File: src/rtl/irq_inj_pkg.sv
package irq_inj_pkg;
  localparam logic [2:0] CLS_NORM  = 3'd0;
  localparam logic [2:0] CLS_COF   = 3'd1;
  localparam logic [2:0] CLS_W2A   = 3'd2;
  localparam logic [2:0] CLS_W2B   = 3'd3;
  localparam logic [2:0] CLS_REP   = 3'd4;
  localparam logic [2:0] CLS_UNINT = 3'd5;

  typedef enum logic [1:0] {
    SEL_PC   = 2'd0,
    SEL_VEC0 = 2'd1,
    SEL_VEC1 = 2'd2
  } fetch_sel_e;
endpackage

File: src/rtl/inj_spacing.sv
module inj_spacing #(
  parameter int SPACING = 4
) (
  input  logic clk_i,
  input  logic rst_ni,
  input  logic clear_i,
  input  logic count_i,
  output logic ok_o
);
  localparam int CW = $clog2(SPACING + 1);
  localparam logic [CW-1:0] CAP = CW'(SPACING);

  logic [CW-1:0] cnt_q;

  // starts saturated so the first interrupt after reset is not delayed
  always_ff @(posedge clk_i or negedge rst_ni) begin
    if (!rst_ni)                  cnt_q <= CAP;
    else if (clear_i)             cnt_q <= '0;
    else if (count_i && cnt_q < CAP) cnt_q <= cnt_q + 1'b1;
  end

  assign ok_o = (cnt_q >= CAP);

  assert_cnt_bound_R8: assert property (@(posedge clk_i) disable iff (!rst_ni)
    cnt_q <= CAP);
  assert_clear_blocks_R8: assert property (@(posedge clk_i) disable iff (!rst_ni)
    clear_i |=> !ok_o);
endmodule

File: src/rtl/inj_gate.sv
module inj_gate
  import irq_inj_pkg::*;
(
  input  logic       clk_i,
  input  logic       rst_ni,
  input  logic       fetch_valid_i,
  input  logic [2:0] fetch_class_i,
  output logic       blk_o
);
  logic rep_prev_q;

  // the fetch after a repeat is the repeated instruction
  always_ff @(posedge clk_i or negedge rst_ni) begin
    if (!rst_ni)            rep_prev_q <= 1'b0;
    else if (fetch_valid_i) rep_prev_q <= (fetch_class_i == CLS_REP);
  end

  assign blk_o = rep_prev_q || (fetch_class_i == CLS_REP) || (fetch_class_i == CLS_UNINT);

  assert_rep_shadow_R7: assert property (@(posedge clk_i) disable iff (!rst_ni)
    (fetch_valid_i && fetch_class_i == CLS_REP) |=> blk_o);
endmodule

File: src/rtl/inj_abort.sv
module inj_abort
  import irq_inj_pkg::*;
#(
  parameter int ADDR_W = 16
) (
  input  logic [2:0]        fetch_class_i,
  input  logic [ADDR_W-1:0] fetch_pc_i,
  output logic              abort_o,
  output logic [ADDR_W-1:0] ret_pc_o
);
  always_comb begin
    abort_o  = (fetch_class_i == CLS_COF) || (fetch_class_i == CLS_W2A);
    ret_pc_o = abort_o ? fetch_pc_i : fetch_pc_i + ADDR_W'(1);
  end
endmodule

File: src/rtl/irq_fetch_redirect.sv
module irq_fetch_redirect
  import irq_inj_pkg::*;
#(
  parameter int ADDR_W  = 16,
  parameter int SPACING = 4
) (
  input  logic              clk_i,
  input  logic              rst_ni,
  input  logic              irq_req_i,
  input  logic [ADDR_W-1:0] vec_addr_i,
  input  logic              fetch_valid_i,
  input  logic [ADDR_W-1:0] fetch_pc_i,
  input  logic [2:0]        fetch_class_i,
  input  logic              dec_valid_i,
  output logic              irq_ack_o,
  output logic [1:0]        fetch_sel_o,
  output logic [ADDR_W-1:0] irq_addr_o,
  output logic              abort_o,
  output logic [ADDR_W-1:0] ret_pc_o
);
  fetch_sel_e        state_q, state_d;
  logic [ADDR_W-1:0] vec_q, ret_q, ret_calc;
  logic              abort_q, abort_need, space_ok, blk, go;

  inj_spacing #(.SPACING(SPACING)) u_spacing (
    .clk_i   (clk_i),
    .rst_ni  (rst_ni),
    .clear_i (state_q == SEL_VEC1),
    .count_i (dec_valid_i),
    .ok_o    (space_ok)
  );

  inj_gate u_gate (
    .clk_i         (clk_i),
    .rst_ni        (rst_ni),
    .fetch_valid_i (fetch_valid_i),
    .fetch_class_i (fetch_class_i),
    .blk_o         (blk)
  );

  inj_abort #(.ADDR_W(ADDR_W)) u_abort (
    .fetch_class_i (fetch_class_i),
    .fetch_pc_i    (fetch_pc_i),
    .abort_o       (abort_need),
    .ret_pc_o      (ret_calc)
  );

  assign go = irq_req_i && fetch_valid_i && (state_q == SEL_PC) && space_ok && !blk;

  always_comb begin
    unique case (state_q)
      SEL_PC:   state_d = go ? SEL_VEC0 : SEL_PC;
      SEL_VEC0: state_d = SEL_VEC1;
      default:  state_d = SEL_PC;
    endcase
  end

  always_ff @(posedge clk_i or negedge rst_ni) begin
    if (!rst_ni) begin
      state_q <= SEL_PC;
      vec_q   <= '0;
      ret_q   <= '0;
      abort_q <= 1'b0;
    end else begin
      state_q <= state_d;
      abort_q <= go && abort_need;
      if (go) begin
        vec_q <= vec_addr_i;
        ret_q <= ret_calc;
      end
    end
  end

  always_comb begin
    unique case (state_q)
      SEL_VEC0: irq_addr_o = vec_q;
      SEL_VEC1: irq_addr_o = vec_q + ADDR_W'(1);
      default:  irq_addr_o = '0;
    endcase
  end

  assign irq_ack_o   = go;
  assign fetch_sel_o = state_q;
  assign abort_o     = abort_q;
  assign ret_pc_o    = ret_q;

  assert_redirect_R3: assert property (@(posedge clk_i) disable iff (!rst_ni)
    irq_ack_o |=> (fetch_sel_o == SEL_VEC0 && irq_addr_o == $past(vec_addr_i)));
  assert_second_word_R3: assert property (@(posedge clk_i) disable iff (!rst_ni)
    (fetch_sel_o == SEL_VEC0) |=> (fetch_sel_o == SEL_VEC1 && irq_addr_o == $past(irq_addr_o) + ADDR_W'(1)));
  assert_abort_window_R4: assert property (@(posedge clk_i) disable iff (!rst_ni)
    abort_o |-> (fetch_sel_o == SEL_VEC0));
  assert_abort_cof_R4: assert property (@(posedge clk_i) disable iff (!rst_ni)
    (irq_ack_o && fetch_class_i == CLS_COF) |=> (abort_o && ret_pc_o == $past(fetch_pc_i)));
  assert_ret_next_R5: assert property (@(posedge clk_i) disable iff (!rst_ni)
    (irq_ack_o && (fetch_class_i == CLS_NORM || fetch_class_i == CLS_W2B))
      |=> (!abort_o && ret_pc_o == $past(fetch_pc_i) + ADDR_W'(1)));
  assert_ret_hold_R6: assert property (@(posedge clk_i) disable iff (!rst_ni)
    !irq_ack_o |=> $stable(ret_pc_o));
  assert_no_unint_R7: assert property (@(posedge clk_i) disable iff (!rst_ni)
    irq_ack_o |-> (fetch_class_i != CLS_UNINT && fetch_class_i != CLS_REP));
  assert_busy_R9: assert property (@(posedge clk_i) disable iff (!rst_ni)
    (fetch_sel_o != SEL_PC || !fetch_valid_i) |-> !irq_ack_o);
endmodule

File: config.mk
export PLATFORM = sky130hd
export DESIGN_NAME = irq_fetch_redirect
export DESIGN_NICKNAME = d
export VERILOG_FILES = /design/src/rtl/irq_inj_pkg.sv /design/src/rtl/inj_spacing.sv /design/src/rtl/inj_gate.sv /design/src/rtl/inj_abort.sv /design/src/rtl/irq_fetch_redirect.sv
export SDC_FILE = /design/constraint.sdc
export NUM_CORES = 1
export LEC_CHECK = 0
export BUFFER_PORTS_ARGS = -buffer_cell sky130_fd_sc_hd__buf_2
export CAP_MARGIN = 30
export CORE_UTILIZATION = 46
export DETAILED_ROUTE_END_ITERATION = 10
export GPL_ROUTABILITY_DRIVEN = 0
export GPL_TIMING_DRIVEN = 0
export PLACE_DENSITY = 0.82
export SYNTH_ARGS = -nofsm -noshare
export SYNTH_HDL_FRONTEND = slang
export SYNTH_SLANG_ARGS = --single-unit
export TNS_END_PERCENT = 10
File: constraint.sdc
create_clock -name clk_i -period 1.8 [get_ports clk_i]
set_input_delay 0.18 -clock clk_i [delete_from_list [all_inputs] [get_ports clk_i]]
set_output_delay 0.18 -clock clk_i [all_outputs]
set_load 0.02 [all_outputs]
==> run summary, run 1 <==
status - complete, but fails checks
violated checks - negative hold slack, negative setup slack
CP arrival - 1.89 ns
worst slack, placed - -0.2419 ns
drt wl/cell - 14.60 µm
Power Total - 4.112 mW
PwrDens - 1204 nW/µm²
gr ovfl total - 0
Top Ports - 76
core area - 5107 µm²
final WL - 6745 µm
Yosys warnings - 0
Chip Height - 74.62 µm
critical path type - flip-flop to primary output
crit path launch type - flip-flop
crit end category - primary output
fin crit period - 2.074 ns
root buf cell - clkbuf_8
Starting Density - 47.50%
final worst slack - -0.2742 ns
endpoints failing setup - 16
initial antenna violation count - 0
detailed placement HPWL - 4461 µm
Final Hold Fails - 2
cts bufs inserted - 5
Hold Crit Class - input port to asynchronous set/reset pin
peak supply drop - 0.6238 mV
Max transition margin - 42.41%
Post-synth EDFFs - 0
Max Freq - 482.1 MHz
die area - 5568 µm²
CTS tree - yes
Die X - 74.62 µm
Max-cap violations - 0
post-synthesis average cell area - 8.337 µm²
# DRC - 0
DRT Pass-1 Iters - 4
cell leakage power - 1.541 nW
first-pass GRT wire length - 10530 µm
Main synth FF type - dfrtp_1
Hold WS - -0.001701 ns
row count - 26
RSZ-0062 raised after global routing - yes
DR iter-0 viols - 145
synth unique cells - 46
Sink Count - 39
Synthesized Nets - 338
Worst-path clk slew - 0.07 ns
share of layout cells above drive strength 1 - 39.80%
synthesized cell area - 2426 µm²
Total GRT Usage - 24.84%
utilization after layout - 66.85%
CP required - 1.62 ns
Vias/cell - 5.669
worst-skew pair later-pin latency - 0.29 ns
IO Port Bufs - 74
register area share after synthesis - 40.28%
Yosys reg bits - 39
Tcrit/Tclk final - 115.2%
Area Overhead vs Synth - 40.74%
post-route ant nets - 0
Synth async-reset ratio - 100.0%
CP max FO - 3
Post-layout nets - 438
setup slack, reg-to-reg - 0.09 ns
pin count of the biggest net entering global routing - 40
maximum clock insertion buffer count - 2
via count of the first global-routing pass - 2369
Post-Route Skew - 0.007177 ns
fin. max-slew vios - 0
H-Tree Depth - 2
synthesized instance count - 291
Post-CTS Hold Buffers - 0
DR vias - 2619
Worst-Margin Slew - 0.8639 ns
Fillers - 430
# diodes - 0
through the flow:
stage	area (µm²)	setup TNS [ns]	cells
2_1_floorplan	2485	-0.2719	291
3_3_place_gp	2943	-1.296	435
3_5_place_dp	2943	-1.610	435
4_1_cts	3307	-2.982	459
5_1_grt	3415	-3.503	462
6_report	3415	-2.364	462
layout by cell type, fill, tap and decap left out, drive strengths merged, types with 5 or more instances in the layout:
cell,instances
or3,9
nand2,75
a21oi,9
nor2,15
o21ai,19
nand4,10
o211ai,6
dfrtp,38
inv,8
or4,5
nand3,13
clkbuf,12
and4,5
ha,7
o2111ai,5
buf,107
xor2,7
a31oi,9
sequential cells by signal (all words and copies together), names as in the netlist:
| register | cells |
|---|---|
| abort_o | 1 |
| u_gate.rep_prev_q | 1 |
| u_spacing.cnt_q | 3 |
| ret_pc_o | 16 |
| vec_q | 16 |
| fetch_sel_o | 2 |
power by group:
group	switching, mW	total [mW]	leakage, nW	internal [mW]
combinational	1.12	1.93	1.03	0.809
clock	0.285	0.560	0.0395	0.275
sequential	0.334	1.62	0.472	1.29
cells by family (layout without fill, tap and decap cells):
family	after synthesis	in the layout	share of synthesized area (%)
simple gates	145	145	28.31
compound gates	60	60	16.81
flops	39	39	40.28
buf+inv	26	127	4.796
xor+xnor	9	9	4.023
fa+ha+maj	7	7	3.610
mux	5	5	2.166
cells in the mapped netlist, types with 3 or more instances:
library cell / count / share of area (%)
a31oi_1: 9 / 2.3
or4_1: 5 / 1.5
mux2i_1: 3 / 1.2
nand2_1: 75 / 12
ha_1: 7 / 3.6
o211ai_1: 5 / 1.5
and3_1: 3 / 0.77
nand4_1: 10 / 2.6
nor2_1: 15 / 2.3
nand3_1: 13 / 2.7
o2111ai_1: 4 / 1.4
clkbuf_1: 10 / 1.5
buf_2: 5 / 1.0
a21oi_1: 9 / 1.9
a311oi_1: 3 / 1.1
or3_1: 9 / 2.3
dfrtp_1: 38 / 39
xor2_1: 7 / 2.5
and4_1: 5 / 1.8
o21ai_0: 19 / 3.9
inv_1: 7 / 1.1
path summary, 6_finish.rpt:
kind,to,start,cells past startpoint
setup / recovery,irq_addr_o[14],fetch_sel_o[1],7
min in group clk_i,vec_q[2],vec_addr_i[2],3
hold / removal,ret_pc_o[11],rst_ni,1
setup reg to reg,ret_pc_o[13],fetch_sel_o[0],6
max in group asynchronous,fetch_sel_o[0],rst_ni,1
hold reg to reg,ret_pc_o[0],ret_pc_o[0],2
timing repair:
item,CTS,global route
cloned,0,1
resized for setup,54,30
setup buffers,18,4
hold endpoints to repair,0,0
setup endpoints to repair,38,43
pin swaps,6,4
critical path: stages, from the launching register on:
cell and delay [ns]:
dfrtp_2 0.38, inv_2 0.05, ha_4 0.30, inv_4 0.03
or3_1 0.32, or3_1 0.32, nand3_2 0.09, buf_6 0.11
routing by layer:
layer | vias to the layer above | track usage [%] | wire (µm)
met4 | 0 | 8.386 | 123
met2 | 121 | 43.54 | 3458
met3 | 15 | 5.756 | 431
met1 | 1244 | 30.09 | 2733
met5 | - | 0 | 0
li1 | 1239 | - | -
final cells by class:
class	instances	area [µm²]	share of cell area, %
Sequential cell	39	984.7	28.84
Tap cell	70	87.58	2.565
Multi-Input combinational cell	226	1471	43.09
Clock buffer	8	80.08	2.345
Buffer	14	135.1	3.958
Timing Repair Buffer	97	610.6	17.88
Inverter	8	45.04	1.319
No activity file was read; power rests on OpenSTA's default activity.
==> inputs of run 2 (changes only) <==
- GPL_TIMING_DRIVEN: 0 -> default
- HOLD_SLACK_MARGIN: default -> 0.02
==> run summary, run 2 (same netlist as run 1, synthesis figures left out) <==
post-route ant nets - 0
cell area after layout - 3393 µm²
Post-DP Area - 3102 µm²
most common cell after layout, fill and taps aside - nand2_1
Register Area - 979.7 µm²
DR vias - 2580
initial antenna violation count - 0
core area - 5107 µm²
Worst-path clk slew - 0.07 ns
critical path type - flip-flop to primary output
endpoints failing setup - 17
root buf cell - clkbuf_8
pin count of the biggest net entering global routing - 20
crit end category - primary output
Vias/cell - 5.584
reg-to-reg endpoint - ret_pc_o[8]
worst-skew pair later-pin latency - 0.29 ns
crit path launch type - flip-flop
Levels on crit path - 7
row count - 26
Post-Route Skew - 0.003658 ns
Worst R2R Start - fetch_sel_o[0]
gr ovfl total - 0
via count of the first global-routing pass - 2373
Max-cap violations - 0
critical path's top delay family - simple AND/OR/NAND/NOR gates
CP arrival - 1.89 ns
Top Ports - 76
Max transition margin - 76.38%
placed cells - 451
detailed placement HPWL - 4894 µm
cts bufs inserted - 5
status - complete, but fails checks
fin. max-slew vios - 0
Final Hold Fails - 0
first-pass GRT wire length - 10590 µm
Worst-Margin Slew - 0.3533 ns
Starting Density - 47.50%
# diodes - 0
Layout Cells excl Fill - 462
# DRC - 0
area of the multi-input gates - 1448 µm²
Area Overhead vs Synth - 39.87%
R2R cell count - 6
DR iter-0 viols - 137
H-Tree Depth - 2
maximum clock insertion buffer count - 2
Sink Count - 39
setup slack, reg-to-reg - 0.04 ns
violated checks - negative setup slack
Max Freq - 482.7 MHz
Slowest cell on crit path - dfrtp_2
CP max stage delay - 0.39 ns
crit path capture - irq_addr_o[14]
Buffers & Inverters on Critical Path - 3
Power Total - 4.199 mW
share of layout cells above drive strength 1 - 38.78%
Chip Height - 74.62 µm
Fillers - 452
DRT Pass-1 Iters - 4
commonest cells after routing, fill and taps aside - 75 x nand2_1, 61 x buf_2, 41 x buf_4
fin crit period - 2.072 ns
peak supply drop - 0.7990 mV
Total GRT Usage - 25.07%
Hold Crit Class - input port to flip-flop
utilization after layout - 66.44%
Die X - 74.62 µm
Tcrit/Tclk final - 115.1%
Post-layout nets - 438
CTS tree - yes
cell leakage power - 1.560 nW
CP required - 1.62 ns
Crit. Startpoint - fetch_sel_o[0]
drt wl/cell - 14.11 µm
CP max FO - 2
crit-path cells - inv_4 > ha_4 > inv_4 > or3_1 > or3_1 > nand3_2 > buf_6
final worst slack - -0.2717 ns
final WL - 6521 µm
IO Port Bufs - 75
RSZ-0062 raised after global routing - yes
die area - 5568 µm²
PwrDens - 1237 nW/µm²
[run 2: worst reg2reg max path: cells and delay by family, from the launching register on]
kind,cells,cell delay (ns)
DFF,1,0.43
adders and majority gates,1,0.13
buffers and inverters,1,0.08
and+or+nand+nor,4,1.07
[run 2: worst min path at each step]
stage	start	to	slack, ns	cells after the start
global placement	rst_ni	ret_pc_o[7]	0.07	1
global route	vec_addr_i[13]	vec_q[13]	0.07	3
detailed placement	rst_ni	ret_pc_o[7]	0.08	1
CTS	vec_addr_i[14]	vec_q[14]	0.08	3
finish	vec_addr_i[2]	vec_q[2]	0.08	3
floorplan	rst_ni	abort_o	-0.12	0
[run 2: layer usage]
layer / vias up / share of wire [%] / GRT usage [%]
met5: - / 0 / 0
met4: 0 / 1.5 / 9.224
met3: 15 / 6.4 / 5.622
met2: 115 / 52 / 45.25
met1: 1209 / 41 / 29.04
li1: 1241 / - / -
[run 2: where the power goes]
group | internal, mW | leakage [nW] | switching (mW) | total [mW]
Sequential | 1.28 | 0.477 | 0.312 | 1.59
Combinational | 0.785 | 1.02 | 1.08 | 1.86
Clock | 0.448 | 0.0612 | 0.300 | 0.749
[run 2: layout make-up]
cell class                 count  share of cell area (%)
clock inverter                 2                   1.032
multi-input combinational    226                   42.66
inverter                       8                   1.180
clock buffer                   6                   2.434
timing repair buffer         111                   21.24
tap                           70                   2.581
sequential                    39                   28.87
[run 2: what timing repair did]
item / CTS / global route
resized for setup: 25 / 19
buffers inserted: 2 / 0
pin swaps: 4 / 5
hold buffers: 1 / 0
endpoints found under the hold margin: 10 / 0
setup endpoints to repair: 17 / 19
[run 2: per-stage QoR]
step	setup WS (ns)	hold slack (ns)	TNS (ns)
2_1_floorplan	-0.1017	-0.1156	-0.2719
3_3_place_gp	-0.01365	0.07415	-0.01365
3_5_place_dp	-0.03536	0.07978	-0.03536
4_1_cts	-0.2728	0.07565	-2.801
5_1_grt	-0.3525	0.06865	-3.583
6_report	-0.2717	0.08135	-2.184
